===== config.mk =====
export PLATFORM = sky130hd
export DESIGN_NAME = lpdram_modereg
export DESIGN_NICKNAME = d
export VERILOG_FILES = /design/src/rtl/lpdram_mr_pkg.sv /design/src/rtl/lpdram_base_mr.sv /design/src/rtl/lpdram_ext_mr.sv /design/src/rtl/lpdram_status_rd.sv /design/src/rtl/lpdram_modereg.sv
export SDC_FILE = /design/constraint.sdc
export NUM_CORES = 1
export LEC_CHECK = 0
export BUFFER_PORTS_ARGS = -buffer_cell sky130_fd_sc_hd__buf_4
export CAP_MARGIN = 20
export CELL_PAD_IN_SITES_DETAIL_PLACEMENT = 0
export CELL_PAD_IN_SITES_GLOBAL_PLACEMENT = 1
export CORE_ASPECT_RATIO = 1.1
export CORE_UTILIZATION = 31
export DETAILED_ROUTE_END_ITERATION = 12
export PLACE_DENSITY_LB_ADDON = 0.25
export SYNTH_ARGS = -nofsm -noshare
export SYNTH_HDL_FRONTEND = slang
export SYNTH_SLANG_ARGS = --single-unit

===== constraint.sdc =====
create_clock -name clk -period 2.9 [get_ports clk]
set_input_delay 0.435 -clock clk [delete_from_list [all_inputs] [get_ports clk]]
set_output_delay 0.435 -clock clk [all_outputs]
set_load 0.02 [all_outputs]

===== src/rtl/lpdram_mr_pkg.sv =====
package lpdram_mr_pkg;

  typedef enum logic [1:0] {
    OP_NOP   = 2'b00,
    OP_MRS   = 2'b01,
    OP_READ  = 2'b10,
    OP_OTHER = 2'b11
  } cmd_op_e;

  localparam logic [1:0] TGT_BASE = 2'b00;
  localparam logic [1:0] TGT_STAT = 2'b01;
  localparam logic [1:0] TGT_EXT  = 2'b10;

  // Reset codes
  localparam logic [2:0] BL_RST   = 3'b001;
  localparam logic [2:0] CL_RST   = 3'b011;
  localparam logic [2:0] DS_RST   = 3'b001;
  localparam logic [2:0] PASR_RST = 3'b000;

  function automatic logic bl_ok(input logic [2:0] c);
    return (c == 3'b001) || (c == 3'b010) || (c == 3'b011);
  endfunction

  function automatic logic [3:0] bl_to_beats(input logic [2:0] c);
    return 4'd1 << c[1:0];
  endfunction

  function automatic logic cl_ok(input logic [2:0] c);
    return (c == 3'b010) || (c == 3'b011);
  endfunction

  function automatic logic ds_ok(input logic [2:0] c);
    return c <= 3'b100;
  endfunction

  function automatic logic pasr_ok(input logic [2:0] c);
    return (c == 3'b000) || (c == 3'b001) || (c == 3'b010) ||
           (c == 3'b101) || (c == 3'b110);
  endfunction

  // Is bank b refreshed under coverage code c, with nb banks in total
  function automatic logic pasr_bank_on(input logic [2:0] c, input int b, input int nb);
    if (c == 3'b000) return 1'b1;
    if (c == 3'b001) return b < (nb / 2);
    return b == 0;
  endfunction

  // Number of top row bits forced to zero by coverage code c
  function automatic logic [1:0] pasr_row_cut(input logic [2:0] c);
    if (c == 3'b101) return 2'd1;
    if (c == 3'b110) return 2'd2;
    return 2'd0;
  endfunction

endpackage


===== src/rtl/lpdram_base_mr.sv =====
module lpdram_base_mr
  import lpdram_mr_pkg::*;
(
  input  logic       clk,
  input  logic       rst_n,
  input  logic       wr_en,
  input  logic [6:0] op,
  output logic [2:0] bl_code,
  output logic       bt_q,
  output logic [2:0] cl_code,
  output logic       err_q
);

  logic bl_bad, cl_bad;
  assign bl_bad = !bl_ok(op[2:0]);
  assign cl_bad = !cl_ok(op[6:4]);

  always_ff @(posedge clk) begin
    if (!rst_n) begin
      bl_code <= BL_RST;
      bt_q    <= 1'b0;
      cl_code <= CL_RST;
      err_q   <= 1'b0;
    end else if (wr_en) begin
      if (!bl_bad) bl_code <= op[2:0];
      bt_q <= op[3];
      if (!cl_bad) cl_code <= op[6:4];
      if (bl_bad || cl_bad) err_q <= 1'b1;
    end
  end

endmodule


===== src/rtl/lpdram_ext_mr.sv =====
module lpdram_ext_mr
  import lpdram_mr_pkg::*;
#(
  parameter int NUM_BANKS = 4,
  parameter int ROW_W     = 14
) (
  input  logic                 clk,
  input  logic                 rst_n,
  input  logic                 wr_en,
  input  logic [7:0]           op,
  output logic [2:0]           ds_q,
  output logic [2:0]           pasr_q,
  output logic                 err_q,
  output logic [NUM_BANKS-1:0] bank_en,
  output logic [ROW_W-1:0]     row_max
);

  localparam logic [ROW_W-1:0] ROW_ALL = {ROW_W{1'b1}};

  logic ds_bad, pasr_bad;
  assign ds_bad   = !ds_ok(op[7:5]);
  assign pasr_bad = !pasr_ok(op[2:0]);

  always_ff @(posedge clk) begin
    if (!rst_n) begin
      ds_q   <= DS_RST;
      pasr_q <= PASR_RST;
      err_q  <= 1'b0;
    end else if (wr_en) begin
      if (!ds_bad) ds_q <= op[7:5];
      if (!pasr_bad) pasr_q <= op[2:0];
      if (ds_bad || pasr_bad) err_q <= 1'b1;
    end
  end

  for (genvar b = 0; b < NUM_BANKS; b++) begin : g_bank
    assign bank_en[b] = pasr_bank_on(pasr_q, b, NUM_BANKS);
  end

  assign row_max = ROW_ALL >> pasr_row_cut(pasr_q);

endmodule


===== src/rtl/lpdram_status_rd.sv =====
module lpdram_status_rd
  import lpdram_mr_pkg::*;
#(
  parameter logic [2:0] DENSITY_CODE = 3'b010,
  parameter bit         WIDTH32      = 1'b1,
  parameter logic [3:0] REV_ID       = 4'h0,
  parameter logic [3:0] MFR_ID       = 4'h3
) (
  input  logic        clk,
  input  logic        rst_n,
  input  logic [1:0]  cmd_op,
  input  logic [1:0]  bank_sel,
  input  logic [2:0]  temp_mult,
  output logic        armed_q,
  output logic        valid_q,
  output logic [15:0] word_q
);

  logic arm_set, hit;
  assign arm_set = (cmd_op == OP_MRS) && (bank_sel == TGT_STAT);
  assign hit     = (cmd_op == OP_READ) && armed_q;

  always_ff @(posedge clk) begin
    if (!rst_n) begin
      armed_q <= 1'b0;
      valid_q <= 1'b0;
      word_q  <= '0;
    end else begin
      valid_q <= hit;
      if (hit) word_q <= {DENSITY_CODE, 1'b0, WIDTH32, temp_mult, REV_ID, MFR_ID};
      if (cmd_op != OP_NOP) armed_q <= arm_set;
    end
  end

endmodule


===== src/rtl/lpdram_modereg.sv =====
module lpdram_modereg
  import lpdram_mr_pkg::*;
#(
  parameter int         NUM_BANKS    = 4,
  parameter int         ROW_W        = 14,
  parameter logic [2:0] DENSITY_CODE = 3'b010,
  parameter bit         WIDTH32      = 1'b1,
  parameter logic [3:0] REV_ID       = 4'h0,
  parameter logic [3:0] MFR_ID       = 4'h3
) (
  input  logic                 clk,
  input  logic                 rst_n,
  input  logic [1:0]           cmd_op,
  input  logic [1:0]           bank_sel,
  input  logic [7:0]           mrs_op,
  input  logic [2:0]           temp_mult,
  output logic [3:0]           bl_beats,
  output logic                 burst_interleave,
  output logic [1:0]           cas_lat,
  output logic [2:0]           drive_code,
  output logic [2:0]           pasr_code,
  output logic [NUM_BANKS-1:0] refresh_bank_en,
  output logic [ROW_W-1:0]     refresh_row_max,
  output logic                 reserved_err,
  output logic                 status_valid,
  output logic [15:0]          status_word,
  output logic                 temp_too_cold,
  output logic                 temp_too_hot
);

  // Named internal events, visible to the bound checker
  logic       base_wr, ext_wr, stat_armed;
  logic       base_err, ext_err;
  logic [2:0] bl_code, cl_code;

  assign base_wr = (cmd_op == OP_MRS) && (bank_sel == TGT_BASE);
  assign ext_wr  = (cmd_op == OP_MRS) && (bank_sel == TGT_EXT);

  lpdram_base_mr u_base (
    .clk     (clk),
    .rst_n   (rst_n),
    .wr_en   (base_wr),
    .op      (mrs_op[6:0]),
    .bl_code (bl_code),
    .bt_q    (burst_interleave),
    .cl_code (cl_code),
    .err_q   (base_err)
  );

  lpdram_ext_mr #(
    .NUM_BANKS (NUM_BANKS),
    .ROW_W     (ROW_W)
  ) u_ext (
    .clk     (clk),
    .rst_n   (rst_n),
    .wr_en   (ext_wr),
    .op      (mrs_op),
    .ds_q    (drive_code),
    .pasr_q  (pasr_code),
    .err_q   (ext_err),
    .bank_en (refresh_bank_en),
    .row_max (refresh_row_max)
  );

  lpdram_status_rd #(
    .DENSITY_CODE (DENSITY_CODE),
    .WIDTH32      (WIDTH32),
    .REV_ID       (REV_ID),
    .MFR_ID       (MFR_ID)
  ) u_stat (
    .clk       (clk),
    .rst_n     (rst_n),
    .cmd_op    (cmd_op),
    .bank_sel  (bank_sel),
    .temp_mult (temp_mult),
    .armed_q   (stat_armed),
    .valid_q   (status_valid),
    .word_q    (status_word)
  );

  assign bl_beats      = bl_to_beats(bl_code);
  assign cas_lat       = cl_code[1:0];
  assign reserved_err  = base_err | ext_err;
  assign temp_too_hot  = (temp_mult == 3'b111);
  assign temp_too_cold = (temp_mult[2:1] == 2'b00);

endmodule


==> metrics.md <==
| Metric | Value |
|---|---|
| Number of ports placed on the die boundary | 68 |
| Core region area | 3360 sq um |
| Detailed Route Iter0 Violations | 12 |
| Synthesis-to-finish area growth | 25.6% |
| Number of design rule violations left after detail routing | 0 |
| Crit end category | output pin |
| Wire length of the first global-routing pass | 3900 microns |
| Power density relative to cell area | 371 nW/um^2 |
| Wire per inst | 11.2 microns |
| Post-CTS resize count | 0 |
| DP Wirelength | 1860 microns |
| Commonest cells post-synth | 26 x buf_4, 19 x dfxtp_1, 10 x nor2_1 |
| Slowest cell on the critical path | dfxtp_1 |
| Global routing usage summed across all routing layers | 0.135 |
| Proportion of synthesized chip area in sequential cells | 0.349 |
| Async S/R FF share, synth | 0 |
| Register area | 380 sq um |
| Fin Clk Skew | 0.388 ps |
| Total number of vias | 946 |
| Via density per instance | 4.38 |
| Sort of element at the start of the critical path | flop |
| Inserted Clock Buffers | 3 |
| Clock-pin slew on the worst setup and hold paths | 100 ps |
| Main synth FF type | dfxtp_1 |
| Instance count of the mapped netlist | 131 |
| Die outline area | 3760 sq um |
| Number of endpoints with negative hold slack in the final report | 0 |
| P_leak | 0.000647 uW |
| TritonRoute pass-1 iters | 4 |
| Cell class contributing the biggest share of worst-path delay | flip-flops |
| Arrival time of data at the critical path endpoint | 1140 ps |
| Number of filler cells placed in the layout | 360 |
| Buffer and inverter count on the worst path | 1 |
| Hold_sp | cmd_op[1] |
| Number of placement rows | 22 |
| Max-slew violations | 0 |
| Routed wire length | 2430 microns |
| Type of the worst min-delay path | in2reg |
| Number of antenna violations at the first check in global routing | 0 |
| Largest fanout on the critical path | 7 |
| Most common cell in the synthesized netlist | buf_4 |
| TritonCTS clock tree | yes |
| Global route total overflow | 0 |
| Met2 WL | 1160 microns |
| Dominant cell type by area after synthesis | dfxtp_1 |
| Fin Setup TNS | 0 ps |
| Root buf cell | clkbuf_4 |
| Series of cell instances along the critical path | xor2_1, nand2_1, buf_4 |
| Count of antenna diodes in the layout | 0 |
| Critical path launch point | u_ext.pasr_q[1] |
| Bufs on Longest Clock Path | 2 |
| Number of cells in the finished layout apart from fillers | 216 |
| Post-route antenna net violation count | 0 |
| Warning count from the yosys run | 0 |
| Number of maximum-capacitance violations | 0 |
| Post-synth EDFFs | 0 |
| Crit Path Class | reg2out |
| Final GP Congestion | 0.741 |
| Layout cells sized above 1 | 0.304 |
| Postcts setup bufs | 0 |
| Portion of the clock cycle consumed by the worst path in the final layout | 0.543 |
| Total area of multi-input combinational cells | 546 sq um |
| Launch instance of the worst register-to-register path | u_ext.pasr_q[2] |
| Share of Yosys cell area claimed by the top area cell type | 0.349 |
| Met1 wire length | 1080 microns |
| Mean cell area of the mapped netlist | 8.32 sq um |
| Highest Clock Rate | 635 MHz |
| Yosys reg bits | 19 |
| Largest stage delay on the critical path | 450 ps |
| Largest net degree at the start of global routing | 13 |
| Top metal layer carrying routed signals | met4 |
| Area of the mapped netlist | 1090 sq um |
| Clock H-tree levels | 1 |
| NumNets Final | 186 |
| Die X | 58.5 microns |
| Final count of negative-setup-slack endpoints | 0 |
| Vias in the first global route | 881 |
| Outcome | finished, final reports clean |
| Post-synthesis cell type count | 33 |
| Die H | 64.2 microns |
| Minimum clock period after layout | 1570 ps |
| Maximum VDD drop | 119 uV |
| Placed cell count | 212 |
| Clk_lat worst skew | 300 ps |
| Port Buffer Count | 45 |
| Required @ worst endpoint | 2470 ps |
| Setup repair after global routing missed its margin | no |
| Main area contributors after synthesis | dfxtp_1 35%, buf_4 18%, mux2i_1 5.5%, a21oi_1 3.7%, nor2_1 3.4% |
| Met3 layer wire length in the routed design | 122 microns |
| Hold bufs inserted after CTS | 0 |
| Total power draw | 508 uW |
| Initial cell density of the core | 0.325 |
| Sink Count | 19 |
layout by cell type (no fill, tap or decap), drive strengths merged:
| master | Yosys | routed |
|---|---|---|
| a21oi | 8 | 8 |
| inv | 5 | 5 |
| nor4b | 1 | 1 |
| nand2 | 5 | 5 |
| nand3b | 3 | 3 |
| and3 | 1 | 1 |
| and4bb | 1 | 1 |
| a31oi | 2 | 2 |
| a211o | 1 | 1 |
| nand3 | 2 | 2 |
| a2111oi | 1 | 1 |
| nor2b | 6 | 6 |
| nand4bb | 1 | 1 |
| buf | 27 | 45 |
| or4b | 1 | 1 |
| o31ai | 1 | 1 |
| o311ai | 1 | 1 |
| nor3 | 6 | 6 |
| o21ai | 6 | 6 |
| nand2b | 1 | 1 |
| xor2 | 1 | 1 |
| dfxtp | 19 | 19 |
| mux2i | 6 | 6 |
| nor2 | 10 | 10 |
| clkbuf | 5 | 4 |
| conb | 2 | 22 |
| or2 | 1 | 1 |
| o22ai | 1 | 1 |
| a211oi | 4 | 4 |
| nor4bb | 1 | 1 |
| and2 | 1 | 1 |
final timing paths:
path / end / slack, ps / cells after the start
min: u_stat.armed_q / 320 / 2
min reg2reg: u_base.cl_code[1] / 480 / 1
max reg2reg: u_ext.pasr_q[2] / 1870 / 2
max: refresh_row_max[13] / 1330 / 3
power breakdown:
part | switching, uW | total [uW] | internal (uW) | leakage, uW
sequential | 3.60 | 268 | 265 | 0.000154
combinational | 67.0 | 103 | 36.2 | 0.000478
clock | 82.8 | 137 | 53.7 | 0.0000150
total | 153 | 508 | 355 | 0.000647
per-layer routing:
layer / vias up / GRT usage
met4: 0 / 0.0804
li1: 475 / -
met2: 36 / 0.227
met5: - / 0
met1: 430 / 0.158
met3: 5 / 0.0243
metrics by stage:
stage          hold WS (ps)  area (sq um)   util  setup slack [ps]
6_report                319          1370  0.408              1330
5_1_grt                 307          1370  0.408              1240
4_1_cts                 305          1370  0.408              1290
3_5_place_dp            444          1340  0.400              1060
3_3_place_gp            463          1340  0.400              1080
2_1_floorplan           465          1160      -              1220
area by class of cell:
class                      count  area share
clock buffer                   4      0.0192
multi-input combinational     95       0.399
inverter                       5      0.0137
timing repair buffer          45       0.247
tap                           48      0.0439
sequential                    19       0.278
cells by family (layout without fill, tap and decap cells):
logic type	after synthesis	in the layout	synth area share
buffers and inverters	37	54	0.219
DFF	19	19	0.349
other	2	22	0.00689
muxes	6	6	0.0551
AOI/OAI and AO/OA	25	25	0.140
xor gates and xnor gates	1	1	0.00804
and+or+nand+nor	41	41	0.222
registers in the layout, summed over array words and instances (netlist names):
register / flops
u_base.bl_code: 2
u_base.bt_q: 1
u_base.cl_code: 2
u_base.err_q: 1
u_ext.ds_q: 3
u_ext.err_q: 1
u_ext.pasr_q: 3
u_stat.armed_q: 1
u_stat.valid_q: 1
u_stat.word_q: 4
(Power assumes the default switching activity.)
